File: config.mk
export PLATFORM = sky130hd
export DESIGN_NAME = sup_reset_ctrl
export DESIGN_NICKNAME = d
export VERILOG_FILES = /design/src/rtl/sup_pkg.sv /design/src/rtl/sup_sync.sv /design/src/rtl/sup_prescaler.sv /design/src/rtl/sup_wd_filter.sv /design/src/rtl/sup_wdog.sv /design/src/rtl/sup_release_fsm.sv /design/src/rtl/sup_reset_ctrl.sv
export SDC_FILE = /design/constraint.sdc
export NUM_CORES = 1
export LEC_CHECK = 0
export BUFFER_PORTS_ARGS = -buffer_cell sky130_fd_sc_hd__buf_2
export CORE_MARGIN = 2
export CORE_UTILIZATION = 55
export CTS_CLUSTER_DIAMETER = 150
export DETAILED_ROUTE_END_ITERATION = 16
export GPL_ROUTABILITY_DRIVEN = 0
export PLACE_DENSITY = 0.82
export SYNTH_ARGS = -nofsm -noshare
export SYNTH_HDL_FRONTEND = slang
export SYNTH_HIERARCHICAL = 1
export SYNTH_SLANG_ARGS = --single-unit
File: constraint.sdc
create_clock -name clk -period 8.75 [get_ports clk]
set_input_delay 1.75 -clock clk [delete_from_list [all_inputs] [get_ports clk]]
set_output_delay 1.75 -clock clk [all_outputs]
set_load 0.02 [all_outputs]
File: src/rtl/sup_pkg.sv
package sup_pkg;

    localparam int TICK_HZ = 8000;
    localparam int TICK_W  = 14;

    typedef logic [TICK_W-1:0] ticks_t;

    typedef enum logic [0:0] {
        ST_DETECT  = 1'b0,
        ST_RELEASE = 1'b1
    } sup_state_e;

    typedef struct packed {
        logic uv;
        logic mr_n;
        logic wd;
        logic wd_en;
    } sup_in_t;

    function automatic ticks_t rel_ticks(input logic [2:0] sel);
        case (sel)
            3'd0:    return ticks_t'(25);
            3'd1:    return ticks_t'(200);
            3'd2:    return ticks_t'(400);
            3'd3:    return ticks_t'(800);
            3'd4:    return ticks_t'(1600);
            3'd5:    return ticks_t'(3200);
            default: return ticks_t'(12800);
        endcase
    endfunction

    function automatic ticks_t wd_ticks(input logic [2:0] sel);
        case (sel)
            3'd0:    return ticks_t'(50);
            3'd1:    return ticks_t'(400);
            3'd2:    return ticks_t'(800);
            3'd3:    return ticks_t'(1600);
            3'd4:    return ticks_t'(3200);
            default: return ticks_t'(12800);
        endcase
    endfunction

    function automatic int div_calc(input int clk_hz, input int scale);
        int q;
        q = clk_hz / (TICK_HZ * scale);
        return (q < 1) ? 1 : q;
    endfunction

    function automatic int filt_calc(input int clk_hz);
        longint q;
        q = (longint'(clk_hz) * 3) / 10_000_000 + 1;
        return (q < 2) ? 2 : int'(q);
    endfunction

endpackage

File: src/rtl/sup_sync.sv
module sup_sync #(
    parameter int         W       = 4,
    parameter logic [W-1:0] RST_VAL = '0
) (
    input  logic         clk,
    input  logic         rst,
    input  logic [W-1:0] d_i,
    output logic [W-1:0] q_o
);
    logic [W-1:0] stage1_q;

    always_ff @(posedge clk) begin
        if (rst) begin
            stage1_q <= RST_VAL;
            q_o      <= RST_VAL;
        end else begin
            stage1_q <= d_i;
            q_o      <= stage1_q;
        end
    end
endmodule

File: src/rtl/sup_prescaler.sv
module sup_prescaler #(
    parameter int DIV = 1
) (
    input  logic clk,
    input  logic rst,
    output logic tick_o
);
    generate
        if (DIV <= 1) begin : g_bypass
            logic unused_pre;
            assign unused_pre = clk ^ rst;
            assign tick_o     = 1'b1;
        end else begin : g_div
            localparam int PW = $clog2(DIV);
            logic [PW-1:0] pc_q;

            assign tick_o = (pc_q == PW'(DIV - 1));

            always_ff @(posedge clk) begin
                if (rst || tick_o) pc_q <= '0;
                else               pc_q <= pc_q + PW'(1);
            end

            // ticks are spaced, never back to back when dividing
            p_tick_gap_r3: assert property (@(posedge clk) disable iff (rst)
                tick_o |=> !tick_o);
        end
    endgenerate
endmodule

File: src/rtl/sup_wd_filter.sv
module sup_wd_filter #(
    parameter int FILT = 2
) (
    input  logic clk,
    input  logic rst,
    input  logic raw_i,
    output logic svc_o
);
    localparam int FW = $clog2(FILT + 1);

    logic          lvl_q;
    logic [FW-1:0] run_q;
    logic          differ;

    assign differ = (raw_i != lvl_q);
    assign svc_o  = differ && (run_q == FW'(FILT - 1));

    always_ff @(posedge clk) begin
        if (rst) begin
            lvl_q <= 1'b0;
            run_q <= '0;
        end else if (!differ) begin
            run_q <= '0;
        end else if (svc_o) begin
            lvl_q <= raw_i;
            run_q <= '0;
        end else begin
            run_q <= run_q + FW'(1);
        end
    end

    // an accepted edge needs the line to have been steady beforehand
    p_filter_stable_r6: assert property (@(posedge clk) disable iff (rst)
        svc_o |-> ($past(raw_i) == raw_i));
endmodule

File: src/rtl/sup_wdog.sv
module sup_wdog import sup_pkg::*; #(
    parameter bit HAS = 1'b1
) (
    input  logic   clk,
    input  logic   rst,
    input  logic   tick_i,
    input  logic   run_i,
    input  logic   svc_i,
    input  ticks_t limit_i,
    output logic   expire_o
);
    generate
        if (HAS) begin : g_wd
            ticks_t cnt_q;
            logic   at_lim;

            assign at_lim   = (cnt_q == limit_i - ticks_t'(1));
            assign expire_o = run_i && !svc_i && tick_i && at_lim;

            always_ff @(posedge clk) begin
                if (rst || !run_i || svc_i || expire_o) cnt_q <= '0;
                else if (tick_i)                        cnt_q <= cnt_q + ticks_t'(1);
            end

            // no counting outside the running state
            p_wd_cleared_r7: assert property (@(posedge clk) disable iff (rst)
                !run_i |=> (cnt_q == '0));
            // a service restarts the count
            p_service_restart_r5: assert property (@(posedge clk) disable iff (rst)
                svc_i |=> (cnt_q == '0));
        end else begin : g_nowd
            logic unused_nowd;
            assign unused_nowd = ^{clk, rst, tick_i, run_i, svc_i, limit_i};
            assign expire_o    = 1'b0;
        end
    endgenerate
endmodule

File: src/rtl/sup_release_fsm.sv
module sup_release_fsm import sup_pkg::*; (
    input  logic       clk,
    input  logic       rst,
    input  logic       tick_i,
    input  logic       cause_i,
    input  logic       expire_i,
    input  ticks_t     delay_i,
    output sup_state_e state_o
);
    sup_state_e st_q;
    ticks_t     cnt_q;
    ticks_t     last_cnt;

    assign last_cnt = delay_i - ticks_t'(1);
    assign state_o  = st_q;

    always_ff @(posedge clk) begin
        if (rst) begin
            st_q  <= ST_DETECT;
            cnt_q <= '0;
        end else begin
            case (st_q)
                ST_DETECT: begin
                    if (cause_i) begin
                        cnt_q <= '0;
                    end else if (tick_i) begin
                        if (cnt_q == last_cnt) begin
                            st_q  <= ST_RELEASE;
                            cnt_q <= '0;
                        end else begin
                            cnt_q <= cnt_q + ticks_t'(1);
                        end
                    end
                end
                default: begin
                    if (cause_i || expire_i) begin
                        st_q  <= ST_DETECT;
                        cnt_q <= '0;
                    end
                end
            endcase
        end
    end

    // a present cause always leads to detection
    p_cause_detect_r1: assert property (@(posedge clk) disable iff (rst)
        cause_i |=> (st_q == ST_DETECT));
    // release happens only after the full count
    p_release_count_r3: assert property (@(posedge clk) disable iff (rst)
        $rose(st_q == ST_RELEASE) |-> ($past(cnt_q) == $past(last_cnt)));
    // watchdog expiry forces detection
    p_expiry_detect_r4: assert property (@(posedge clk) disable iff (rst)
        expire_i |=> (st_q == ST_DETECT));
endmodule

File: src/rtl/sup_reset_ctrl.sv
module sup_reset_ctrl import sup_pkg::*; #(
    parameter int CLK_HZ     = 50_000_000,
    parameter int SCALE_DOWN = 1,
    parameter bit ACTIVE_LOW = 1'b1,
    parameter bit HAS_WDOG   = 1'b1
) (
    input  logic       clk,
    input  logic       rst,
    input  logic       uv_i,
    input  logic       mr_n_i,
    input  logic       wd_i,
    input  logic       wd_en_i,
    input  logic [2:0] rel_sel_i,
    input  logic [2:0] wd_sel_i,
    output logic       rst_out_o
);
    localparam int DIV  = div_calc(CLK_HZ, SCALE_DOWN);
    localparam int FILT = filt_calc(CLK_HZ);

    sup_in_t    raw_in;
    sup_in_t    syn_in;
    logic [3:0] syn_v;
    logic       tick;
    logic       cause;
    logic       svc;
    logic       wd_run;
    logic       expire;
    logic       released;
    sup_state_e state;

    assign raw_in = '{uv: uv_i, mr_n: mr_n_i, wd: wd_i, wd_en: wd_en_i};

    sup_sync #(.W(4), .RST_VAL(4'b1100)) u_sync (
        .clk (clk),
        .rst (rst),
        .d_i (raw_in),
        .q_o (syn_v)
    );
    assign syn_in = sup_in_t'(syn_v);

    sup_prescaler #(.DIV(DIV)) u_pre (
        .clk    (clk),
        .rst    (rst),
        .tick_o (tick)
    );

    sup_wd_filter #(.FILT(FILT)) u_filt (
        .clk   (clk),
        .rst   (rst),
        .raw_i (syn_in.wd),
        .svc_o (svc)
    );

    assign cause    = syn_in.uv | ~syn_in.mr_n;
    assign released = (state == ST_RELEASE);
    assign wd_run   = released && syn_in.wd_en;

    sup_wdog #(.HAS(HAS_WDOG)) u_wd (
        .clk      (clk),
        .rst      (rst),
        .tick_i   (tick),
        .run_i    (wd_run),
        .svc_i    (svc),
        .limit_i  (wd_ticks(wd_sel_i)),
        .expire_o (expire)
    );

    sup_release_fsm u_fsm (
        .clk      (clk),
        .rst      (rst),
        .tick_i   (tick),
        .cause_i  (cause),
        .expire_i (expire),
        .delay_i  (rel_ticks(rel_sel_i)),
        .state_o  (state)
    );

    generate
        if (ACTIVE_LOW) begin : g_low
            assign rst_out_o = released;
        end else begin : g_high
            assign rst_out_o = !released;
        end

        if (HAS_WDOG) begin : g_chk_wd
            // leaving release without a cause needs the enable
            p_en_gates_expiry_r8: assert property (@(posedge clk) disable iff (rst)
                $fell(released) |-> ($past(cause) || $past(syn_in.wd_en)));
        end else begin : g_chk_nowd
            // only the two external causes can end the released state
            p_only_causes_r9: assert property (@(posedge clk) disable iff (rst)
                $fell(released) |-> $past(cause));
        end
    endgenerate

    // a low manual reset keeps the output in detection
    p_manual_hold_r2: assert property (@(posedge clk) disable iff (rst)
        !syn_in.mr_n |=> !released);
endmodule

==> results of run 1 <==
[final timing paths]
kind | slack, ns | end | cells after the start
hold / removal | 0.41 | u_sync/q_o[3] | 1
setup reg to reg | 5.39 | u_fsm/cnt_q[3] | 10
setup / recovery | 3.96 | u_fsm/cnt_q[12] | 11
hold reg to reg | 0.41 | u_sync/q_o[3] | 1
[layer usage]
| metal | GRT usage | part of all wire |
|---|---|---|
| met2 | 0.374 | 0.51 |
| met1 | 0.254 | 0.44 |
| met3 | 0.0333 | 0.036 |
| met4 | 0.0710 | 0.014 |
| met5 | 0 | 0 |
[Yosys cell counts (all sizes together) (7+ instances only)]
library cell and count:
buf 11, nand2 29, nor4 8, clkbuf 13, a21oi 13, dfxtp 56, nor2 42, xor2 30
nand3 14, xnor2 31, nor3 36, nor2b 9, inv 16, a211o 7, ha 8, o21ai 8
and3 7, nand4 16
[sequential cells by signal (all words and copies together) (netlist names)]
register,cells
u_filt/lvl_q,1
u_filt/run_q,5
u_fsm/cnt_q,14
u_fsm/state_o,1
u_pre/g_div.pc_q,13
u_sync/q_o,4
u_sync/stage1_q,4
u_wd/g_wd.cnt_q,14
[through the flow]
stage	power [mW]	std cells	util
after CTS	0.476	544	0.610
after global placement	0.324	536	0.596
after floorplan	0.316	470	-
after detailed placement	0.326	536	0.596
after global routing	0.494	544	0.610
final	0.471	544	0.610
[layout by cell type, fill, tap and decap left out, types with 7 or more instances in the layout]
master,synthesis,layout
nor2b_1,9,9
dfxtp_1,56,56
xor2_1,30,30
a211o_1,7,7
nand4_1,16,16
o21ai_0,8,8
nor3_1,36,36
nand2_1,28,28
a21oi_1,13,13
nor2_1,42,42
conb_1,1,26
ha_1,8,8
buf_2,4,12
xnor2_1,31,31
inv_1,16,16
nand3_1,14,14
[area by class of cell]
type | count | area [um^2]
tap | 77 | 96.3
fill | 577 | 2520
sequential | 56 | 1120
clock buffer | 5 | 68.8
inverter | 16 | 60.1
clock inverter | 3 | 27.5
timing repair buffer | 13 | 67.6
multi-input combinational | 374 | 2500
[kinds of logic (layout without fill, tap and decap cells)]
logic type / Yosys count / in the layout / share of synthesized area
multiplexers: 8 / 8 / 0.0228
other: 1 / 26 / 0.00101
flip-flops: 56 / 56 / 0.301
adder cells (fa/ha/maj): 8 / 8 / 0.0269
buffers and inverters: 40 / 37 / 0.0527
AND/OR/NAND/NOR: 208 / 208 / 0.321
AO/OA/AOI/OAI: 63 / 63 / 0.131
XOR/XNOR: 61 / 61 / 0.143
[power by group through the flow]
stage	clock network [mW]	registers [mW]	logic (mW)
global placement	0	0.266	0.0581
global route	0.164	0.260	0.0690
detailed placement	0	0.266	0.0606
finish	0.150	0.260	0.0615
CTS	0.155	0.260	0.0609
floorplan	0	0.265	0.0513
==> run_results.csv, run 1 <==
group,metric,value,unit
sta,min_period,4.79,ns
pwr,irDropWorstVdd,93.6,uV
logic_synthesis,synth_area_leaders,"dfxtp_1 (30%), xnor2_1 (7.3%), xor2_1 (7.1%), nor3_1 (4.8%), nor2_1 (4.2%)",
critical_path,arrival,5.01,ns
global_routing,antenna_found_initial,0,
pwr,p_comb_frac,0.131,
cts,clock_sinks,56,
sta,setup_ws,3.96,ns
global_routing,grt_overflow,0,
sta,hold_ws,0.409,ns
cts,cts_tree,"built",
logic_synthesis,ys_types,68,
critical_path,crit_buf_inv,2,
global_routing,grt_max_degree,22,
cts,cts_resized,0,
final_layout,drive_gt1_frac,0.0899,
route,ant_nets,0,
pwr,p_leak,1.46,nW
global_routing,track_usage,0.208,
logic_synthesis,yosys_register_bits,56,
logic_synthesis,synth.top_cell.area_share,0.301,
floorplan,ioPinCount,13,
cts,h-tree-depth,2,
route,first_pass_iters,5,
logic_synthesis,yosys_warnings,6,
logic_synthesis,ys_seq_area_frac,0.301,
floorplan,num_rows,29,
pwr,p_sw_frac,0.274,
logic_synthesis,synth_edf_count,0,
critical_path,r2r_start,"u_pre/g_div.pc_q[2]",
logic_synthesis,syn_inst,445,
route,vias,3167,
sta,tns,0,ns
cts,clk_pin_slew_worst_paths,0.10,ns
place,dp_hpwl,5470,um
critical_path,endpoint_kind,"flip-flop",
min_path,worstHoldStart,"u_sync/stage1_q[3]",
critical_path,startpoint_type,"input pin",
place,dp_slack,3.62,ns
route,avgViaCountPerCell,5.82,
logic_synthesis,synth_flop_cell,"dfxtp_1",
cts,insertion_delay,0.32,ns
critical_path,crit_family,"simple AND/OR/NAND/NOR gates",
critical_path,startpoint,"rel_sel_i[2]",
logic_synthesis,syn_area,3720,um^2
critical_path,critPathRequiredTime,8.96,ns
final_layout,final_nets,486,
critical_path,crit_slowest_cell,"o31ai_4",
sta,timing.final.crit_share,0.548,
final_layout,diodes,0,
floorplan,die_h,86.3,um
logic_synthesis,yosys.area.top_type,"dfxtp_1",
sta,worstMarginPinSlew,1.02,ns
sta,rsz0062_at_grt,"no",
min_path,min_path_type,"reg2reg",
run,maxCapViolCount,0,
route,drc,0,
pwr,power_density,119,nW/um^2
cts,numCtsBuffers,5,
critical_path,path_cells,"buf_2 -> nor3_1 -> inv_1 -> ha_1 -> nor3b_4 -> or3_1 -> a221oi_1 -> nor3_1 -> o31ai_4 -> nor2_1 -> a211o_1",
route,routedWlPerCell,13.4,um
place,place_area,3850,um^2
critical_path,crit_type,"in2reg",
cts,post_cts_buffers,0,
cts,ctsRootBufferMaster,"clkbuf_8",
critical_path,cpMostUsedCell,"nor3_1",
final_layout,syn_to_final_growth,5.84,%
pwr,pwr-share-clk,0.317,
global_routing,grt_pass1_wl,12900,um
place,port_buffers,12,
floorplan,initial_core_util,0.577,
cts,clockBufferDepth,2,
outcome,status,"completed",
cts,cts_hold_buffers,0,
pwr,seqPwrFrac,0.552,
sta,drv_slew,0,
logic_synthesis,synthArstFlopShare,0,
route,drtIter0Drc,181,
sta,clock.fmax,209,MHz
floorplan,die_area,7450,um^2
sta,finalSetupViolCount,0,
global_routing,grt_pass1_vias,3067,
floorplan,core,6460,um^2
critical_path,cp_slowest_stage_delay,0.72,ns
floorplan,die_w,86.3,um
sta,skew,0.0111,ns
sta,finalHoldViolCount,0,
sta,maxSlewHeadroom,0.321,
final_layout,stdcell_area,3940,um^2
logic_synthesis,syn_area_per_cell,8.37,um^2
critical_path,crit_fanout,21,
pwr,p_int,0.342,mW
pwr,p_sw,0.129,mW
route,drt-total-wl,7270,um
Power figures use the tool's default switching activity.
==> run 2, diff against run 1 <==
ABC_AREA = 1   (was unset)
clock period = 5 ns   (was 8.75 ns; I/O delays follow)
==> run 2 against run 1 <==
Against the previous run:
- clock power up 97%
- register-to-register slack worse by 2.9 ns
- largest power group unchanged
- highest routed layer unchanged
- synthesized area up 15%
- cell count up 47%
==> run_results.csv, run 2 <==
group,metric,value,unit
logic_synthesis,synthArstFlopShare,0,
final_layout,layout_commonest_cell,"nand2_1",
route,drt-total-wl,8390,um
sta,timing.final.crit_share,0.583,
route,avgViaCountPerCell,4.85,
cts,cts_tree,"built",
critical_path,path_cells,"buf_2 -> nor2_4 -> inv_1 -> nor2_1 -> inv_1 -> ha_1 -> nand2_1 -> nor2_4 -> nand2_1 -> nand2_1 -> nand2_1 -> nand2_1 -> nand2_1 -> nor2_2 -> nand2_2 -> inv_1 -> nor2_1 -> nand2_1 -> o31ai_1 -> buf_4 -> nand2_1 -> a21oi_2",
min_path,min_path_cells,2,
place,dp_hpwl,6490,um
cts,insertion_delay,0.31,ns
final_layout,most-common-layout-cells,"nand2_1 (185), inv_1 (95), nor2_1 (86)",
global_routing,track_usage,0.214,
cts,h-tree-depth,2,
logic_synthesis,synth_area_leaders,"dfxtp_1 (26%), nand2_1 (16%), inv_1 (8.3%), nor2_1 (7.5%), nand3_1 (4.6%)",
critical_path,crit_slowest_cell,"buf_4",
sta,clock.fmax,343,MHz
floorplan,ioPinCount,13,
logic_synthesis,synth.top_cell.area_share,0.262,
critical_path,cpMostUsedCell,"nand2_1",
logic_synthesis,syn_inst,671,
sta,tns,0,ns
sta,min_period,2.92,ns
critical_path,rrSetupSlack,2.46,ns
logic_synthesis,ys_types,40,
floorplan,die_h,92.2,um
final_layout,diodes,0,
critical_path,endpoint_kind,"flip-flop",
global_routing,antenna_found_initial,0,
floorplan,die_w,92.2,um
sta,rsz0062_at_grt,"no",
sta,skew,0.00685,ns
cts,clk_pin_slew_worst_paths,0.09,ns
sta,worstMarginPinSlew,0.546,ns
logic_synthesis,syn_area_per_cell,6.37,um^2
logic_synthesis,ys_seq_area_frac,0.262,
final_layout,drive_gt1_frac,0.159,
logic_synthesis,synth_flop_cell,"dfxtp_1",
pwr,p_total,0.880,mW
logic_synthesis,yosys-top-cells-count,"nand2_1 (185), inv_1 (95), nor2_1 (86)",
critical_path,startpoint,"wd_sel_i[0]",
floorplan,core,7650,um^2
critical_path,crit_fanout,14,
cts,ctsRootBufferMaster,"clkbuf_8",
floorplan,num_rows,32,
cts,clockBufferDepth,2,
critical_path,r2r_cells,20,
place,port_buffers,12,
critical_path,crit_family,"simple AND/OR/NAND/NOR gates",
logic_synthesis,yosys.area.top_type,"dfxtp_1",
critical_path,worstReg2RegEnd,"u_fsm/cnt_q[1]",
logic_synthesis,yosysMostFrequentCell,"nand2_1",
critical_path,startpoint_type,"input pin",
route,drc,0,
min_path,worstHoldStart,"u_sync/stage1_q[1]",
global_routing,grt_overflow,0,
cts,clock_sinks,56,
critical_path,cp_slowest_stage_delay,0.25,ns
global_routing,grt_pass1_vias,3630,
global_routing,grt_max_degree,25,
sta,finalSetupViolCount,0,
sta,maxSlewHeadroom,0.636,
route,drtIter0Drc,221,
route,ant_nets,0,
logic_synthesis,yosys_warnings,6,
critical_path,r2r_start,"u_filt/run_q[0]",
logic_synthesis,synth_edf_count,0,
final_layout,syn_to_final_growth,6.61,%
pwr,p_leak,1.86,nW
cts,cts_hold_buffers,0,
cts,cts_resized,0,
sta,finalHoldViolCount,0,
route,first_pass_iters,5,
critical_path,arrival,3.16,ns
min_path,min_to,"u_sync/q_o[1]",
route,routedWlPerCell,10.5,um
global_routing,grt_pass1_wl,15300,um
sta,drv_slew,0,
final_layout,final_nets,718,
outcome,status,"completed",
final_layout,reg_top3,"u_fsm/cnt_q: 14 flops, u_wd/g_wd.cnt_q: 14 flops, u_pre/g_div.pc_q: 13 flops",
pwr,power_density,193,nW/um^2
cts,post_cts_buffers,0,
min_path,min_path_type,"reg2reg",
critical_path,crit_buf_inv,5,
logic_synthesis,yosys_register_bits,56,
cts,numCtsBuffers,5,
floorplan,initial_core_util,0.559,
run,maxCapViolCount,0,
floorplan,die_area,8500,um^2
critical_path,crit_type,"in2reg",
pwr,irDropWorstVdd,149,uV
logic_synthesis,syn_area,4280,um^2
route,vias,3882,
critical_path,critPathRequiredTime,5.25,ns
==> run 2: changes by cell type after synthesis, moves of 18 or more <==
cell	delta
nand2_1	+157
inv_1	+79
nor2_1	+44
nor3_1	-27
nor2_2	+26
nand3_1	+25
nand2_2	+18
==> run 2: how the worst max path moves through the flow <==
| stage | end | slack (ns) | cells past startpoint |
|---|---|---|---|
| finish | u_fsm/cnt_q[1] | 2.08 | 22 |
| global route | u_fsm/cnt_q[1] | 1.83 | 22 |
| CTS | u_fsm/cnt_q[1] | 2.10 | 22 |
| detailed placement | u_fsm/cnt_q[1] | 1.79 | 22 |
| global placement | u_fsm/cnt_q[8] | 1.86 | 22 |
| floorplan | u_fsm/cnt_q[13] | 2.01 | 21 |
==> run 2: cell families after synthesis <==
family	Yosys count	share of synthesized area
buffers and inverters	114	0.112
flip-flops	56	0.262
XOR/XNOR	41	0.0857
adder cells (fa/ha/maj)	8	0.0234
AND/OR/NAND/NOR	402	0.444
other	1	0.000877
AO/OA/AOI/OAI	49	0.0726
==> run 2: area by class of cell <==
cell class	instances	area, um^2
timing repair buffer	13	67.6
clock buffer	5	68.8
sequential	56	1120
inverter	104	390
multi-input combinational	518	2740
fill	707	3090
clock inverter	3	42.5
tap	102	128
==> run 2: routing by layer <==
layer / part of all wire / GRT usage / wire (um)
met4: 0.0086 / 0.0485 / 72
met5: 0 / 0 / 0
met3: 0.041 / 0.0312 / 341
met2: 0.47 / 0.374 / 3940
met1: 0.48 / 0.279 / 4040
==> run 2: worst register-to-register path: stages, from the launching register on <==
cell	delay (ns)
dfxtp_1	0.34
ha_1	0.23
nand2_1	0.07
nor2_1	0.04
ha_1	0.22
and3_2	0.20
inv_1	0.08
nand3_1	0.09
nor3_1	0.17
nand2_1	0.06
inv_1	0.05
nand3_1	0.05
nor2_1	0.11
nand2_2	0.09
inv_1	0.06
nor2_1	0.03
nand2_1	0.07
o31ai_1	0.07
buf_4	0.20
nand2_1	0.11
a21oi_2	0.06
==> run 2: metrics by stage <==
| step | utilization | hold WS (ns) | cell area [um^2] | setup WS (ns) | instances |
|---|---|---|---|---|---|
| floorplan | - | 0.380 | 4340 | 2.01 | 688 |
| global route | 0.596 | 0.428 | 4560 | 1.83 | 801 |
| global placement | 0.582 | 0.385 | 4450 | 1.86 | 793 |
| detailed placement | 0.582 | 0.389 | 4450 | 1.79 | 793 |
| CTS | 0.596 | 0.406 | 4560 | 2.10 | 801 |
| finish | 0.596 | 0.405 | 4560 | 2.08 | 801 |
==> run 2: report_power, final <==
group / switching, mW / leakage, nW / internal (mW)
registers: 0.00334 / 0.453 / 0.451
clock network: 0.148 / 0.0541 / 0.148
logic: 0.0866 / 1.35 / 0.0432
